File: src/rtl/xstate_en_reg.sv
module xstate_en_reg #(
  parameter int W = 64
) (
  input  logic         clk,
  input  logic         rst_n,
  input  logic         wr_en,
  input  logic [W-1:0] wr_data,
  input  logic [1:0]   cpl,
  input  logic [W-1:0] supp_mask,
  output logic [W-1:0] rd_data,
  output logic         fault,
  output logic [1:0]   fault_cause,
  input  logic         save_req,
  input  logic [W-1:0] save_req_mask,
  output logic         save_valid,
  output logic [W-1:0] save_mask
);
  localparam int TOP = W - 1;
  localparam logic [W-1:0] BASE_BIT = W'(1);
  localparam logic [W-1:0] RSVD_BIT = W'(1) << TOP;
  localparam logic [1:0] C_BASE = 2'd0, C_RSVD = 2'd1, C_PRIV = 2'd2;

  logic [W-1:0] en_q;
  logic [W-1:0] legal;
  logic         bad_priv, bad_base, bad_rsvd, bad;
  logic [1:0]   cause_d;

  assign legal    = (supp_mask | BASE_BIT) & ~RSVD_BIT;
  assign bad_priv = cpl != 2'd0;
  assign bad_base = !wr_data[0];
  assign bad_rsvd = |(wr_data & ~legal);
  assign bad      = bad_priv | bad_base | bad_rsvd;
  assign cause_d  = bad_priv ? C_PRIV : (bad_base ? C_BASE : C_RSVD);

  always_ff @(posedge clk or negedge rst_n) begin
    if (!rst_n) begin
      en_q        <= BASE_BIT;
      fault       <= 1'b0;
      fault_cause <= 2'd0;
    end else begin
      fault       <= wr_en && bad;
      fault_cause <= (wr_en && bad) ? cause_d : 2'd0;
      if (wr_en && !bad) en_q <= wr_data;
    end
  end

  assign rd_data    = en_q;
  assign save_valid = save_req;
  assign save_mask  = save_req ? (en_q & save_req_mask) : '0;

  AST_BASE_SET: assert property (@(posedge clk) disable iff (!rst_n) rd_data[0]);
  AST_TOP_CLEAR: assert property (@(posedge clk) disable iff (!rst_n) !rd_data[TOP]);
  AST_FAULT_HOLDS: assert property (@(posedge clk) disable iff (!rst_n) fault |-> rd_data == $past(rd_data));
  AST_PRIV_FAULT: assert property (@(posedge clk) disable iff (!rst_n) (wr_en && cpl != 2'd0) |=> (fault && fault_cause == 2'd2));
  AST_COMMIT: assert property (@(posedge clk) disable iff (!rst_n) ($past(wr_en) && !fault) |-> rd_data == $past(wr_data));
  AST_PULSE: assert property (@(posedge clk) disable iff (!rst_n) !$past(wr_en) |-> (!fault && fault_cause == 2'd0));
  AST_SAVE_SUBSET: assert property (@(posedge clk) disable iff (!rst_n) (save_mask & ~rd_data) == '0);
endmodule

File: config.mk
export PLATFORM = sky130hd
export DESIGN_NAME = xstate_en_reg
export DESIGN_NICKNAME = d
export VERILOG_FILES = /design/src/rtl/xstate_en_reg.sv
export SDC_FILE = /design/constraint.sdc
export NUM_CORES = 1
export LEC_CHECK = 0
export ABC_CLOCK_PERIOD_IN_PS = 1300
export BUFFER_PORTS_ARGS = -buffer_cell sky130_fd_sc_hd__buf_4
export CELL_PAD_IN_SITES_DETAIL_PLACEMENT = 1
export CELL_PAD_IN_SITES_GLOBAL_PLACEMENT = 2
export CORE_MARGIN = 1.5
export CORE_UTILIZATION = 20
export DETAILED_ROUTE_END_ITERATION = 6
export PLACE_DENSITY = 0.78
export RECOVER_POWER = 50
export SYNTH_ARGS = -nofsm -noshare
export SYNTH_HDL_FRONTEND = slang
export SYNTH_SLANG_ARGS = --single-unit
export TNS_END_PERCENT = 10
File: constraint.sdc
create_clock -name clk -period 1.3 [get_ports clk]
set_input_delay 0.26 -clock clk [delete_from_list [all_inputs] [get_ports clk]]
set_output_delay 0.26 -clock clk [all_outputs]
set_load 0.01 [all_outputs]
# After elaboration in Yosys (flattened, before gate mapping)
# Index checks and enable logic that the tools add are counted.
# totals
ff_bits	67
latchBits	0
ramBits	0
romBits	0
input_bits	198
out_inout_bits	132
word_cells	18
n_memories	0
# classes
n_addsub	0
mul	0
div_mod_pow	0
n_lt_le_gt_ge	0
n_eq_ne	0
shifts	0
n_mux	4
n_bitwise	5
reduce_logical	6
# op_table
op	n
64-bit bitwise AND	2
64-bit 2-to-1 mux	1
63-bit inverter with 64-bit output	1
64-bit OR reduction	1
2-bit 2-to-1 mux	2
1-bit logical AND	2
1-bit zero test	2
1-bit bitwise OR	2
2-bit nonzero test	1
1-bit 2-to-1 mux	1

# Longest topological paths before layout
# logic_depth
ltp_word	6
ltp_mapped	8

# Worst setup path after synthesis
# OpenSTA, ideal clock, no wires.
# synth_path
path_kind	input port to flip-flop
startpoint	input wr_data[16]
endpoint	register en_q[10] (netlist: rd_data[10])
setup_time_ps	125
arrival_time_ps	1824
path_slack_ps	-649
path_stages	8
path_cell_list	or2b_1 o2111ai_1 nor4_1 nand3_1 or3_1 buf_6 buf_12 mux2_4
# synth_between
elab_chain_len	5
# synth_rtl
item	line_no	rtl
start: declaration	7	input logic [W-1:0] wr_data,
64-bit bitwise AND	31	assign bad_rsvd = |(wr_data & ~legal);
64-bit OR reduction	31	
1-bit bitwise OR	32	assign bad = bad_priv | bad_base | bad_rsvd;
1-bit zero test	43	if (wr_en && !bad) en_q <= wr_data;
1-bit logical AND	43	
end signal: assignment	43	
end: declaration	23	logic [W-1:0] en_q;
# No other way between the ends.
# A chain may end at the register's enable or synchronous reset.

# Worst setup path after layout
# layout_path
startpoint	input wr_data[3]
endpoint	register en_q[9] (netlist: rd_data[9])
# Same word-level chain as after synthesis.

==> reports/metrics.yaml <==
place:
  place_inst: 908
  dp_hpwl_um: 13500
  placed_area_um2: 6810
  gp_congestion: 0.861
  io_buffers: 327
  dp_slack_ps: -1440
setup_path:
  worst_ep_required_time_ps: 1510
  crit_chain: "buf_4, inv_1, o2111ai_2, nor4_1, buf_4, nand3_1, or3_4, buf_12, mux2_4"
  critPathArrivalTime_ps: 2180
  rrSetupSlack_ps: 470
  crit_slowest_cell: "or3_4"
  path_class: "input pin to register"
  worst-r2r-cell-count: 1
  critPathLaunchType: "input pin"
  timing.rr.start: "rd_data[28]"
  path_max_fanout: 29
  end_kind: "register"
  reg2reg_to: "rd_data[28]"
  cpMostUsedCell: "buf_4"
  critical-path-max-stage-delay_ps: 490
clock_network:
  clock_latency_ps: 320
  cts_sinks: 67
  cts_max_level: 3
  cts_tree: "done"
  cts_buffers: 9
  path_clk_slew_ps: 60
  clockRootBuffer: "clkbuf_16"
  ctsLongestPathBuffers: 2
floorplan:
  die_height_um: 139
  die_x_um: 139
  core_area_um2: 18100
  rows: 49
  ios: 330
  die_area_um2: 19400
  floorplan.initialDensity_pct: 20.5
power_and_ir_drop:
  netSwitchingFraction_pct: 23.1
  p_comb_share_pct: 18.1
  clkPwrFrac_pct: 41.8
  power_frac_seq_pct: 40.1
  intPower_mw: 4.01
  power.switching_mw: 1.21
  leakage_nw: 4.35
  peakVddDrop_mv: 0.581
  powerDensity_nw_per_um2: 661
sta:
  worst_pin_slew_ps: 446
  whs_ps: 168
  rsz0062_at_grt: "true"
  final-hold-violation-count: 0
  clock_skew_ps: 0
  setup_viol_count_final: 82
  layout_setup_ws_ps: -672
  fin_crit_sh_pct: 152
  timing.fmax_mhz: 507
  finalCriticalPeriod_ps: 1970
  slew_viol_final: 0
  slew_headroom_pct: 70.3
run:
  drv_cap: 0
global_route:
  grt_max_degree: 36
  grt_first_pass_wirelength_um: 24700
  grt_overflow: 0
  antenna_found_initial: 0
  grt.total_usage_pct: 16.7
  grt_pass1_vias: 4426
drt:
  drt-pass1-iter-count: 6
  ant_nets: 0
  wl_per_cell_um: 18.0
  routed_wl_um: 16800
  drtIter0Drc: 97
  vias: 4055
  drt-vias-per-instance: 4.35
  remaining_drc_errors: 25
logic_synthesis:
  synth_area_leader_cell: "dfrtp_1"
  synth.area.top_cells: "dfrtp_1 44%, mux2_4 23%, and3_1 11%"
  syn_nets: 506
  synth_area_um2: 3710
  synth_top_area_share_pct: 44.5
  ys_warn_count: 0
  yosys.area_share.simple_pct: 17.5
  synth_top_family_by_area: "multiplexers"
  ys_seq_area_share_pct: 45.2
  ys_ff_latch: 67
  synth.area.mux_share_pct: 24.7
  synth_cells: 308
  synth-compound-area-share_pct: 4.72
  synth_xor_area_share_pct: 0
  synthAdderAreaFrac_pct: 0
  postSynthAreaPerCell_um2: 12.1
  ys_types: 27
finish:
  fin_nets: 897
  syn2layout_area_growth_pct: 113
  antennaDiodeCount: 0
  final_common_cell: "buf_4"
  final_cell_mix: "322 x buf_4, 66 x dfrtp_1, 64 x buf_6"
  fin_area_um2: 7890
  drive_gt1_share_pct: 79.1
  stdcell_count: 932
  fill_cells: 1997
outcome:
  status: "finished, violations left"
  violations: "DRC, setup timing"
min_path:
  holdPathStages: 2
  min_path_type: "input pin to register"
  hold_start: "wr_data[45]"
  min_to: "rd_data[45]"
==> worst max-delay path by stage <==
| stage | startpoint | to | slack (ps) |
|---|---|---|---|
| 5_1_grt | wr_data[16] | rd_data[9] | -730 |
| 3_3_place_gp | wr_data[16] | rd_data[23] | -1430 |
| 3_5_place_dp | wr_data[16] | rd_data[8] | -1440 |
| 4_1_cts | wr_data[16] | rd_data[14] | -730 |
| 2_1_floorplan | supp_mask[17] | rd_data[10] | -600 |
| 6_report | wr_data[3] | rd_data[9] | -670 |
==> cells in the mapped netlist (all sizes together) <==
library cell / n
nand2: 1
o22ai: 9
clkbuf: 7
dfstp: 1
o21ai: 1
o221ai: 1
and3: 64
a2111oi: 1
or3: 1
nor4: 4
dfrtp: 66
nand2b: 28
and2: 1
o2111ai: 9
or2b: 1
a221oi: 2
nor2: 3
buf: 8
nand3: 1
inv: 36
nand4: 1
mux2: 62
==> kinds of logic after synthesis <==
kind of cell           after synthesis
AOI/OAI and AO/OA                   23
DFF                                 67
muxes                               62
and+or+nand+nor                    105
buffers and inverters               51
==> per-stage QoR <==
step	TNS (ps)	power (mW)	utilization, %
floorplan	-37260	2.26	-
global placement	-93510	2.97	37.7
detailed placement	-94320	2.99	37.7
CTS	-47190	5.24	41.6
global route	-47380	5.45	43.6
finish	-41010	5.22	43.6
==> power groups by stage <==
stage	sequential (mW)	combinational (mW)	clock (mW)
after global placement	2.13	0.843	0
final	2.09	0.946	2.18
after floorplan	2.13	0.123	0
after detailed placement	2.13	0.859	0
after global routing	2.09	1.03	2.33
after CTS	2.09	0.890	2.26
==> registers in the layout (all words and copies together), names as in the netlist <==
signal	cells
fault	1
fault_cause	2
rd_data	64
==> area by class of cell <==
class	instances	area (um2)	share of cell area, %
Inverter	36	143	1.81
Sequential cell	67	1680	21.3
Multi-Input combinational cell	190	2220	28.1
Tap cell	229	287	3.63
Timing Repair Buffer	395	3300	41.9
Clock inverter	3	15.0	0.190
Clock buffer	12	246	3.12
==> routing by layer <==
metal  up-vias  share of wire [%]  GRT usage [%]
met2       210                 56           32.7
met3        15                7.9           4.89
met1      1969                 35           17.2
met5         -                  0              0
li1       1861                  -              -
met4         0                1.2           4.48
==> repair_timing <==
action	4_1_cts	5_1_grt
endpoints found under the hold margin	14	0
pin swaps	64	6
buffers inserted	1	4
gates cloned	0	3
hold buffers	1	0
endpoints found under the setup margin	131	131
resized for setup	100	59
==> worst max-delay path, delay by kind of cell <==
family,cells,cell delay [ps]
simple gates,3,840
mux,1,320
compound gates,1,170
buf+inv,4,560
(Power assumes the default switching activity.)
